===== src/rtl/lane_adapter.sv =====
module lane_adapter #(
  parameter int BUS_W  = 32,
  parameter int ADDR_W = 16
) (
  input  logic                                    clk,
  input  logic                                    rst_n,
  input  logic                                    req_valid,
  input  logic                                    req_write,
  input  logic [1:0]                              req_size,
  input  logic [ADDR_W-1:0]                       req_addr,
  input  logic [BUS_W-1:0]                        req_wdata,
  output logic                                    mem_valid,
  output logic                                    mem_write,
  output logic [ADDR_W-$clog2(BUS_W/8)-1:0]       mem_off,
  output logic [BUS_W/8-1:0]                      mem_lane_en,
  output logic [BUS_W-1:0]                        mem_wdata,
  input  logic [BUS_W-1:0]                        mem_rdata,
  output logic                                    rsp_valid,
  output logic [BUS_W-1:0]                        rsp_rdata,
  output logic                                    misalign
);
  localparam int NL   = BUS_W / 8;
  localparam int LB   = $clog2(NL);
  localparam int SH_W = $clog2(BUS_W);

  logic [LB-1:0]    bpos;
  logic             bad;
  logic [NL-1:0]    lanes;
  logic [SH_W-1:0]  shamt, shamt_q;
  logic [BUS_W-1:0] rmask, rmask_q;
  logic [BUS_W-1:0] wrep;
  logic             rd_q;

  assign bpos = req_addr[LB-1:0];

  always_comb begin
    int nb, lo, bp;
    bp = int'(bpos);
    case (req_size)
      2'd0:    nb = 1;
      2'd1:    nb = 2;
      2'd2:    nb = 4;
      default: nb = 0;
    endcase
    bad   = (nb == 0) || (nb > NL) || ((bp % (nb == 0 ? 1 : nb)) != 0);
    lanes = '0;
    shamt = '0;
    rmask = '0;
    if (!bad) begin
      lo    = NL - nb - bp;
      shamt = SH_W'(8 * lo);
      for (int i = 0; i < NL; i++) begin
        if (i >= lo && i < lo + nb) lanes[i] = 1'b1;
        if (i < nb) rmask[8*i +: 8] = 8'hFF;
      end
    end
    for (int i = 0; i < NL; i++) begin
      case (nb)
        1:       wrep[8*i +: 8] = req_wdata[7:0];
        2:       wrep[8*i +: 8] = req_wdata[8*(i%2) +: 8];
        default: wrep[8*i +: 8] = req_wdata[8*i +: 8];
      endcase
    end
  end

  assign mem_valid   = req_valid & ~bad;
  assign mem_write   = req_write;
  assign mem_off     = req_addr[ADDR_W-1:LB];
  assign mem_lane_en = req_valid ? lanes : '0;
  assign mem_wdata   = wrep;
  assign misalign    = req_valid & bad;

  always_ff @(posedge clk or negedge rst_n) begin
    if (!rst_n) begin
      rd_q    <= 1'b0;
      shamt_q <= '0;
      rmask_q <= '0;
    end else begin
      rd_q <= mem_valid & ~req_write;
      if (mem_valid && !req_write) begin
        shamt_q <= shamt;
        rmask_q <= rmask;
      end
    end
  end

  assign rsp_valid = rd_q;
  assign rsp_rdata = rd_q ? ((mem_rdata >> shamt_q) & rmask_q) : '0;


  err_no_lanes_chk: assert property (@(posedge clk) disable iff (!rst_n)
    misalign |-> (!mem_valid && mem_lane_en == '0));

  byte_one_lane_chk: assert property (@(posedge clk) disable iff (!rst_n)
    (mem_valid && req_size == 2'd0) |-> $countones(mem_lane_en) == 1);

  half_two_lanes_chk: assert property (@(posedge clk) disable iff (!rst_n)
    (mem_valid && req_size == 2'd1) |-> $countones(mem_lane_en) == 2);

  word_all_lanes_chk: assert property (@(posedge clk) disable iff (!rst_n)
    (mem_valid && req_size == 2'd2) |-> mem_lane_en == '1);

  rsp_after_read_chk: assert property (@(posedge clk) disable iff (!rst_n)
    rsp_valid |-> $past(mem_valid && !mem_write));

  idle_quiet_chk: assert property (@(posedge clk) disable iff (!rst_n)
    !req_valid |-> (!mem_valid && mem_lane_en == '0 && !misalign));
endmodule


===== config.mk =====
export PLATFORM = sky130hd
export DESIGN_NAME = lane_adapter
export DESIGN_NICKNAME = d
export VERILOG_FILES = /design/src/rtl/lane_adapter.sv
export SDC_FILE = /design/constraint.sdc
export NUM_CORES = 1
export LEC_CHECK = 0
export BUFFER_PORTS_ARGS = -buffer_cell sky130_fd_sc_hd__clkbuf_2
export CAP_MARGIN = 25
export CORE_ASPECT_RATIO = 2
export CORE_MARGIN = 1
export CORE_UTILIZATION = 65
export CTS_BUF_LIST = sky130_fd_sc_hd__clkbuf_2 sky130_fd_sc_hd__clkbuf_4 sky130_fd_sc_hd__clkbuf_8
export CTS_CLUSTER_DIAMETER = 100
export DETAILED_ROUTE_END_ITERATION = 10
export GPL_TIMING_DRIVEN = 0
export HOLD_SLACK_MARGIN = 0.02
export PLACE_DENSITY = 0.91
export SYNTH_ARGS = -nofsm -noshare
export SYNTH_HDL_FRONTEND = slang
export SYNTH_SLANG_ARGS = --single-unit

===== constraint.sdc =====
create_clock -name clk -period 64.9 [get_ports clk]
set_clock_uncertainty 0.05 [all_clocks]
set_input_delay 3.245 -clock clk [delete_from_list [all_inputs] [get_ports clk]]
set_output_delay 3.245 -clock clk [all_outputs]
set_load 0.01 [all_outputs]

==> results of run 1 <==
[per-stage QoR]
step,setup WS [ns],std cells,util
4_1_cts,21.40,2394,0.721
2_1_floorplan,30.00,1969,-
3_5_place_dp,21.50,2390,0.719
3_3_place_gp,22.02,2387,0.718
[metal layers]
layer  track usage  GRT overflow
met1         0.580             0
met2         0.856             8
met3         0.359             0
met4         0.637             8
met5        0.0410             0
[logic make-up after synthesis]
group           synth area share
compound gates             0.350
xor+xnor                  0.0861
flops                     0.0133
mux                       0.0637
simple gates               0.387
fa+ha+maj                 0.0467
buf+inv                   0.0529
==> out/metrics.csv, run 1 <==
stage,metric,value,unit
outcome,status,did not finish,
outcome,Halt Stage,global routing,
outcome,First Error,[ERROR GRT-0116] Global routing finished with congestion. Check the congestion regions in the DRC Viewer.,
grt,overall routing resource usage,0.609,
clock_tree,htree depth,1,
synth,syn_area_per_cell,6.70,um2
synth,list of most frequent post-synthesis cells,"nor2_1 (206), nand2_1 (177), a21oi_1 (104)",
floorplan,row count,73,
synth,post-synth top area cell,nor2_1,
floorplan,Initial Utilization,0.662,
clock_tree,cts repair resizes,0,
clock_tree,CTS hold repair buffers,0,
floorplan,DIE WIDTH,103,um
floorplan,I/O Pins,172,
clock_tree,root buffer cell,clkbuf_8,
synth,Synth cell types,124,
synth,area of the mapped netlist,0.0132,mm2
synth,area share of the largest cell type after synthesis,0.0586,
placement,Post-DP Area,0.0143,mm2
placement,PortBufs,156,
synth,register area share after synthesis,0.0133,
clock_tree,CTS sink count,7,
grt,global-route wire length before repair,97900,um
grt,vias in the first global route,18300,
grt,total grt overflow,16,
synth,top-count cell post-synth,nor2_1,
synth,"EDFF count, synth",0,
synth,YS warnings,0,
clock_tree,total CTS buffers,3,
clock_tree,post-CTS setup buffer count,0,
placement,RePlAce Congestion,1.07,
clock_tree,Clock Path Buffers,2,
synth,Synth async-reset ratio,1.00,
synth,"Top FF cell, synth",dfrtp_1,
synth,Yosys reg bits,7,
synth,Synth area leaders,"nor2_1 (5.9%), xnor2_1 (5.7%), nand2_1 (5.0%)",
grt,largest net degree at the start of global routing,18,
synth,Mapped Nets,2103,
placement,DP Wirelength,44000,um
synth,synthesized instance count,1969,
floorplan,Die H,203,um
==> run 2: changes to the inputs <==
Settings changed: CORE_ASPECT_RATIO 2 to not set, CORE_UTILIZATION 65 to 40, CTS_BUF_LIST sky130_fd_sc_hd__clkbuf_2 sky130_fd_sc_hd__clkbuf_4 sky130_fd_sc_hd__clkbuf_8 to not set, CTS_CLUSTER_DIAMETER 100 to not set, HOLD_SLACK_MARGIN 0.02 to not set, PLACE_DENSITY 0.91 to not set, PLACE_DENSITY_LB_ADDON set to 0.15.
==> run 2 against run 1 <==
The flow now finishes without violations. Area after synthesis is the same. Synthesized cell count is the same.
==> out/metrics.csv, run 2 <==
stage,metric,value,unit
outcome,status,"complete, no violations",
synth,Yosys reg bits,7,
timing,Worst-Margin Slew,1.12,ns
placement,DP Wirelength,41800,um
clock_tree,total CTS buffers,3,
clock_tree,post-CTS setup buffer count,0,
timing,Setup TNS,0,ns
grt,total grt overflow,0,
synth,top-count cell post-synth,nor2_1,
detailed_routing,DRT met1 WL,23200,um
detailed_routing,Via density,6.41,
synth,Synth cell types,124,
detailed_routing,DRT iter0 DRCs,1301,
synth,syn_area_per_cell,6.70,um2
grt,global-route wire length before repair,81400,um
timing,Fin. Hold Viols,0,
power_and_ir_drop,Leak,0.00539,uW
detailed_routing,Routed wire per std cell,20.0,um
min_path,Hold Crit Class,reg2reg,
clock_tree,cts repair resizes,0,
detailed_routing,routed wl met3,2730,um
critical_path,Setup crit end kind,output pin,
finish,largest register by flop count,rmask_q,
critical_path,Setup crit end,mem_lane_en[1],
critical_path,Reg2Reg Setup Slack,62.87,ns
timing,relative slew slack,0.244,
clock_tree,Clock Latency Late Sink,0.23,ns
synth,"EDFF count, synth",0,
finish,"commonest non-fill, non-tap cell in the layout",nor2_1,
placement,RePlAce Congestion,0.967,
detailed_routing,drt pass-1 iters,5,
timing,min Tclk post-route,43.54,ns
critical_path,crit path DAT,40.24,ns
critical_path,Worst R2R End,shamt_q[3]$_DFFE_PN0P_,
finish,most frequent cells in the layout,"nor2_1 (206), nand2_1 (177), clkbuf_2 (157)",
synth,Mapped Nets,2103,
clock_tree,root buffer cell,clkbuf_16,
power_and_ir_drop,VDD IR-drop max,0.0000243,V
synth,register area share after synthesis,0.0133,
floorplan,area of the core,0.0325,mm2
detailed_routing,metal2 WL,24400,um
placement,placed insts,2568,
synth,post-synth top area cell,nor2_1,
clock_tree,CTS hold repair buffers,0,
finish,fin cells,2575,
timing,fmax,23.0,MHz
clock_tree,htree depth,1,
detailed_routing,max layer used,met4,
timing,final setup violation count,0,
timing,RSZ-0062 raised after global routing,no,
clock_tree,Clock Path Buffers,2,
floorplan,Die H,184,um
finish,max FFs per register,4,
floorplan,row count,66,
finish,# diodes,0,
synth,Synth area leaders,"nor2_1 (5.9%), xnor2_1 (5.7%), nand2_1 (5.0%)",
floorplan,DIE WIDTH,184,um
synth,synthesized instance count,1969,
synth,YS warnings,0,
clock_tree,CTS sink count,7,
synth,area share of the largest cell type after synthesis,0.0586,
floorplan,I/O Pins,172,
placement,PortBufs,156,
finish,Syn-to-layout area delta,11.1,%
critical_path,R2R depth,4,
detailed_routing,drt total wl,51600,um
critical_path,critical path's most frequent cell,nor2_1,
finish,post-layout util,0.451,
critical_path,critical-path maximum fanout,10,
timing,Max Slew Vio Count,0,
clock_tree,"Reg clk slew, reported paths",0.04,ns
synth,area of the mapped netlist,0.0132,mm2
finish,share of layout cells above drive strength 1,0.164,
detailed_routing,DRC errors left,0,
floorplan,die area,0.0337,mm2
synth,list of most frequent post-synthesis cells,"nor2_1 (206), nand2_1 (177), a21oi_1 (104)",
critical_path,worst r2r src,shamt_q[3]$_DFFE_PN0P_,
grt,vias in the first global route,15400,
floorplan,Initial Utilization,0.406,
critical_path,CP max stage delay,0.88,ns
critical_path,"slowest stage cell, crit path",clkbuf_1,
detailed_routing,antenna-violating nets left,0,
finish,Layout Nets,2268,
synth,"Top FF cell, synth",dfrtp_1,
synth,Synth async-reset ratio,1.00,
critical_path,worst setup path start,req_size[0],
timing,Final Cycle Share,0.671,
flow_run,Max-Cap Viols,0,
detailed_routing,DR vias,16500,
critical_path,Startpoint Class,primary input,
clock_tree,CTS tree,built,
critical_path,CP Class,in2out,
critical_path,required time worst endpoint,61.61,ns
grt,overall routing resource usage,0.292,
power_and_ir_drop,PwrDens,33.7,mW/mm2
grt,largest net degree at the start of global routing,18,
grt,initial antenna violation count,0,
==> run 2: cell counts after synthesis <==
Identical to the previous run, type by type.
==> run 2: critical path, delay by kind of cell <==
family                   cells  cell delay [ns]
AND/OR/NAND/NOR             52            14.43
AO/OA/AOI/OAI               35             8.86
buffers and inverters       24             7.23
adder cells (fa/ha/maj)     14             4.55
multiplexers                 7             1.78
==> run 2: worst min-delay path by stage <==
stage,start,to,cells past startpoint
2_1_floorplan,rmask_q[30]$_DFFE_PN0P_,rmask_q[30]$_DFFE_PN0P_,1
3_3_place_gp,rmask_q[30]$_DFFE_PN0P_,rmask_q[30]$_DFFE_PN0P_,1
3_5_place_dp,rmask_q[30]$_DFFE_PN0P_,rmask_q[30]$_DFFE_PN0P_,1
4_1_cts,rmask_q[30]$_DFFE_PN0P_,rmask_q[30]$_DFFE_PN0P_,1
5_1_grt,rmask_q[30]$_DFFE_PN0P_,rmask_q[30]$_DFFE_PN0P_,1
6_report,rmask_q[30]$_DFFE_PN0P_,rmask_q[30]$_DFFE_PN0P_,1
==> run 2: final cells by class <==
type,count,area (um2)
sequential,7,175
inverter,42,158
multi-input combinational,1811,12300
tap,442,553
timing repair buffer,160,821
clock inverter,1,5.00
fill,3479,17800
clock buffer,3,75.1
buffer,109,541
==> run 2: power breakdown <==
part | switching [uW] | internal, uW | total (uW)
clock network | 2.53 | 8.10 | 10.6
logic | 313 | 165 | 478
registers | 0.000000645 | 4.39 | 4.39
==> run 2: layer usage <==
metal,up-vias,track usage
met1,7813,0.386
met5,-,0
li1,7948,-
met3,99,0.0113
met2,648,0.514
met4,0,0.0827
==> run 2: through the flow <==
| step | hold WS [ns] | area, um2 | total power [uW] | setup WS (ns) |
|---|---|---|---|---|
| after floorplan | 0.405 | 13200 | 359 | 30.00 |
| after global placement | 0.419 | 14500 | 464 | 22.31 |
| after detailed placement | 0.426 | 14500 | 470 | 21.90 |
| after CTS | 0.435 | 14600 | 483 | 21.73 |
| after global routing | 0.444 | 14600 | 536 | 18.83 |
| final | 0.428 | 14600 | 493 | 21.36 |
==> run 2: cell families after synthesis <==
family,synth area share
AO/OA/AOI/OAI,0.350
adder cells (fa/ha/maj),0.0467
AND/OR/NAND/NOR,0.387
flip-flops,0.0133
buffers and inverters,0.0529
XOR/XNOR,0.0861
multiplexers,0.0637
(Power assumes the default switching activity.)
==> run 3: changes to the inputs <==
Clock period 64.9 ns to 41.9 ns, I/O delays scaled along.
==> run 3 against run 2 <==
Via count shrank 0.22%. Non-clock buffer count increased by 2. Core utilization increased by 0.20 points. Combinational power grew 55%. First-iteration DRC count down 7.6%. Critical path depth is 4 higher. Cell area up 0.45%. Register-to-register slack worse by 23 ns.
==> out/metrics.csv, run 3 (synthesized netlist as in run 2, its figures left out) <==
stage,metric,value,unit
outcome,status,"complete, no violations",
grt,initial antenna violation count,0,
floorplan,area of the core,0.0325,mm2
floorplan,die area,0.0337,mm2
detailed_routing,DRT iter0 DRCs,1202,
clock_tree,total CTS buffers,3,
detailed_routing,DR vias,16500,
finish,Syn-to-layout area delta,11.6,%
critical_path,required time worst endpoint,39.75,ns
critical_path,CP Class,in2out,
power_and_ir_drop,VDD IR-drop max,0.0000373,V
clock_tree,root buffer cell,clkbuf_16,
grt,overall routing resource usage,0.292,
timing,Max Slew Vio Count,0,
timing,min Tclk post-route,39.42,ns
timing,RSZ-0062 raised after global routing,no,
power_and_ir_drop,Power Total,765,uW
min_path,Hold Crit Class,reg2reg,
power_and_ir_drop,switch share,0.639,
clock_tree,Clock Path Buffers,2,
finish,share of layout cells above drive strength 1,0.170,
power_and_ir_drop,Sw Pwr,489,uW
grt,largest net degree at the start of global routing,18,
critical_path,Startpoint Class,primary input,
finish,max FFs per register,4,
finish,largest register by flop count,rmask_q,
timing,fmax,25.4,MHz
power_and_ir_drop,PwrDens,52.0,mW/mm2
critical_path,critical-path maximum fanout,10,
finish,"commonest non-fill, non-tap cell in the layout",nor2_1,
power_and_ir_drop,clock network fraction of total power,0.021,
power_and_ir_drop,Leak,0.00542,uW
floorplan,row count,66,
clock_tree,Clock Latency Late Sink,0.23,ns
timing,final setup violation count,0,
grt,vias in the first global route,15400,
clock_tree,"Reg clk slew, reported paths",0.04,ns
timing,Setup TNS,0,ns
clock_tree,CTS tree,built,
floorplan,DIE WIDTH,184,um
detailed_routing,antenna-violating nets left,0,
finish,# diodes,0,
flow_run,Max-Cap Viols,0,
placement,RePlAce Congestion,0.967,
power_and_ir_drop,P_int,276,uW
detailed_routing,Via density,6.39,
critical_path,critical path's most frequent cell,ha_1,
finish,most frequent cells in the layout,"nor2_1 (204), nand2_1 (177), clkbuf_2 (160)",
detailed_routing,DRC errors left,0,
detailed_routing,drt pass-1 iters,5,
critical_path,Setup crit end kind,output pin,
timing,Worst-Margin Slew,1.11,ns
floorplan,I/O Pins,172,
critical_path,CP max stage delay,0.54,ns
placement,DP Wirelength,41800,um
timing,Final Cycle Share,0.941,
power_and_ir_drop,Reg power frac,0.009,
timing,relative slew slack,0.253,
floorplan,Die H,184,um
grt,global-route wire length before repair,81400,um
timing,Worst Hold Slack,0.429,ns
detailed_routing,drt total wl,51700,um
critical_path,"slowest stage cell, crit path",a221oi_1,
floorplan,Initial Utilization,0.406,
detailed_routing,Routed wire per std cell,20.1,um
grt,total grt overflow,0,
critical_path,crit path DAT,37.28,ns
placement,PortBufs,156,
timing,Fin. Hold Viols,0,
clock_tree,htree depth,1,
finish,Layout Nets,2270,
clock_tree,CTS sink count,7,
power_and_ir_drop,Comb pwr share,0.970,
## run 3: path summary, 6_finish.rpt
check	from	to	slack [ns]	depth (start not counted)
min reg2reg	rmask_q[30]$_DFFE_PN0P_	rmask_q[30]$_DFFE_PN0P_	0.43	1
max reg2reg	shamt_q[3]$_DFFE_PN0P_	shamt_q[3]$_DFFE_PN0P_	39.85	4
min	rmask_q[30]$_DFFE_PN0P_	rmask_q[30]$_DFFE_PN0P_	0.43	1
max in group asynchronous	rst_n	shamt_q[4]$_DFFE_PN0P_	39.98	1
min in group asynchronous	rst_n	rmask_q[7]$_DFFE_PN0P_	1.65	1
max	req_size[0]	mem_lane_en[1]	2.48	136
## run 3: metal layers
metal  track usage  routed length, um
met1         0.386              23300
met2         0.514              24500
met3        0.0113               2640
met4        0.0827               1230
met5             0                  0
## run 3: layout make-up
cell class,instances,area [um2]
flip-flops and latches,7,175
inverters,42,161
clock buffers,3,75.1
well taps,442,553
clock inverters,1,5.00
multi-input cells,1811,12400
repair buffers,162,836
fillers,3474,17700
plain buffers,109,544
## run 3: power groups by stage
stage	logic (uW)	clock network (uW)	registers, uW
final	742	16.4	6.80
after global routing	808	16.9	6.79
after CTS	724	16.7	6.79
after detailed placement	721	0	6.88
after global placement	712	0	6.88
after floorplan	549	0	6.89
## run 3: worst max-delay path, delay by kind of cell
kind	cells	cell delay, ns
simple gates	55	14.67
buf+inv	22	5.00
mux	7	1.80
compound gates	37	9.03
fa+ha+maj	15	4.58
## run 3: timing repair
| action | CTS | global route |
|---|---|---|
| hold buffers | 0 | 0 |
| endpoints found under the setup margin | 0 | 6 |
| gates resized for setup | 0 | 17 |
| buffers inserted | 0 | 2 |
## run 3: stage by stage
| step | instances | instance area, um2 | worst slack, ns | util |
|---|---|---|---|---|
| after global routing | 2577 | 14700 | 0.129 | 0.453 |
| after CTS | 2572 | 14600 | 1.03 | 0.450 |
| after floorplan | 1969 | 13200 | 9.30 | - |
| after global placement | 2567 | 14500 | 1.61 | 0.447 |
| final | 2577 | 14700 | 2.48 | 0.453 |
| after detailed placement | 2568 | 14500 | 1.20 | 0.448 |
==> run 4: changes to the inputs <==
Settings changed: CORE_MARGIN 1 to 10.
==> run 4 against run 3 <==
Core utilization down 0.092 points. Sequential share of layout area about the same. Power increased by 0.46%. First-iteration DRC count is 13% higher. Clock power is essentially flat.
==> out/metrics.csv, run 4 (synthesized netlist as in run 2, its figures left out) <==
stage,metric,value,unit
finish,# fillers,3545,
grt,vias in the first global route,15300,
floorplan,DIE WIDTH,202,um
critical_path,CP Class,in2out,
detailed_routing,Routed wire per std cell,20.8,um
timing,min Tclk post-route,39.63,ns
timing,Worst-Margin Slew,1.05,ns
finish,"commonest non-fill, non-tap cell in the layout",nor2_1,
outcome,status,"complete, no violations",
finish,# diodes,0,
clock_tree,"Reg clk slew, reported paths",0.03,ns
timing,RSZ-0062 raised after global routing,no,
clock_tree,root buffer cell,clkbuf_16,
power_and_ir_drop,PwrDens,52.2,mW/mm2
timing,Final Cycle Share,0.946,
timing,relative slew slack,0.302,
finish,largest register by flop count,rmask_q,
grt,overall routing resource usage,0.245,
detailed_routing,drt total wl,53700,um
clock_tree,CTS tree,built,
critical_path,"slowest stage cell, crit path",buf_1,
critical_path,CP max stage delay,0.83,ns
power_and_ir_drop,VDD IR-drop max,0.0000284,V
detailed_routing,drt pass-1 iters,6,
finish,most frequent cells in the layout,"nor2_1 (204), nand2_1 (177), clkbuf_2 (160)",
clock_tree,CTS hold repair buffers,0,
clock_tree,htree depth,1,
grt,global-route wire length before repair,84800,um
critical_path,R2R depth,4,
min_path,Hold Crit Class,reg2reg,
power_and_ir_drop,Power Total,769,uW
timing,Fin. Hold Viols,0,
power_and_ir_drop,switch share,0.641,
clock_tree,Clock Path Buffers,2,
finish,share of layout cells above drive strength 1,0.169,
critical_path,Setup crit end kind,output pin,
detailed_routing,DR vias,16600,
critical_path,critical-path maximum fanout,10,
placement,placed insts,2570,
critical_path,crit path DAT,37.49,ns
floorplan,area of the core,0.0325,mm2
critical_path,worst r2r src,shamt_q[3]$_DFFE_PN0P_,
placement,Post-Place Worst Slack,1.16,ns
placement,DP Wirelength,43900,um
detailed_routing,DRT iter0 DRCs,1355,
power_and_ir_drop,Comb pwr share,0.970,
detailed_routing,DRC errors left,0,
timing,fmax,25.2,MHz
timing,Max Slew Vio Count,0,
timing,Worst Slack Setup Final,2.27,ns
power_and_ir_drop,Leak,0.00543,uW
finish,Syn-to-layout area delta,11.6,%
floorplan,Die H,202,um
timing,Worst Hold Slack,0.446,ns
timing,final setup violation count,0,
placement,RePlAce Congestion,0.943,
critical_path,Reg2Reg Setup Slack,39.87,ns
critical_path,Worst R2R End,shamt_q[3]$_DFFE_PN0P_,
clock_tree,CTS sink count,7,
floorplan,die area,0.0406,mm2
power_and_ir_drop,Reg power frac,0.009,
power_and_ir_drop,P_int,276,uW
timing,Setup TNS,0,ns
finish,Layout Nets,2271,
clock_tree,Clock Latency Late Sink,0.23,ns
finish,max FFs per register,4,
detailed_routing,Via density,6.45,
min_path,Hold Path Sink,rmask_q[30]$_DFFE_PN0P_,
grt,initial antenna violation count,0,
critical_path,required time worst endpoint,39.75,ns
placement,PortBufs,156,
clock_tree,total CTS buffers,3,
floorplan,row count,66,
power_and_ir_drop,Sw Pwr,492,uW
floorplan,I/O Pins,172,
grt,total grt overflow,0,
critical_path,Startpoint Class,primary input,
min_path,worst hold start,rmask_q[30]$_DFFE_PN0P_,
flow_run,Max-Cap Viols,0,
min_path,worst hold stages,1,
grt,largest net degree at the start of global routing,17,
floorplan,Initial Utilization,0.405,
power_and_ir_drop,clock network fraction of total power,0.021,
finish,fin cells,2578,
critical_path,critical path's most frequent cell,ha_1,
detailed_routing,antenna-violating nets left,0,
-- run 4: layout make-up --
class	count	area (um2)	area share
clock buffers	4	78.8	0.00535
multi-input cells	1811	12400	0.840
well taps	442	553	0.0376
repair buffers	163	853	0.0580
plain buffers	109	544	0.0370
flip-flops and latches	7	175	0.0119
inverters	42	158	0.0107
-- run 4: timing repair --
| item | 4_1_cts | 5_1_grt |
|---|---|---|
| resized for setup | 0 | 16 |
| setup endpoints to repair | 0 | 6 |
| buffers inserted | 0 | 2 |
-- run 4: critical path: cells and delay by family --
kind | cells | cell delay, ns
multiplexers | 7 | 1.80
buffers and inverters | 23 | 6.63
adder cells (fa/ha/maj) | 14 | 4.50
AO/OA/AOI/OAI | 36 | 8.66
AND/OR/NAND/NOR | 51 | 13.69
-- run 4: power groups by stage --
stage / sequential [uW] / clock [uW] / combinational [uW]
3_3_place_gp: 6.88 / 0 / 718
4_1_cts: 6.80 / 16.2 / 727
3_5_place_dp: 6.88 / 0 / 723
5_1_grt: 6.80 / 16.7 / 811
6_report: 6.80 / 16.1 / 746
2_1_floorplan: 6.89 / 0 / 549
-- run 4: worst max path at each step --
stage                start        endpoint  slack [ns]  cells after the start
2_1_floorplan  req_size[0]  mem_lane_en[1]        9.30                    132
3_3_place_gp   req_size[0]  mem_lane_en[2]        1.42                    131
3_5_place_dp   req_size[0]  mem_lane_en[2]        1.16                    131
4_1_cts        req_size[0]  mem_lane_en[2]        1.07                    131
5_1_grt        req_size[0]  mem_lane_en[2]        0.09                    135
6_report       req_size[0]  mem_lane_en[2]        2.27                    131
-- run 4: metrics by stage --
stage	instance area, um2	utilization
4_1_cts	14600	0.450
3_5_place_dp	14600	0.447
5_1_grt	14700	0.452
2_1_floorplan	13200	-
3_3_place_gp	14500	0.446
6_report	14700	0.452
-- run 4: layer usage --
layer | wire (um) | GRT usage | vias to the layer above
met5 | 0 | 0 | -
met4 | 1320 | 0.0623 | 0
met3 | 3030 | 0.0148 | 90
met2 | 25200 | 0.420 | 694
met1 | 24100 | 0.326 | 7881
li1 | - | - | 7958
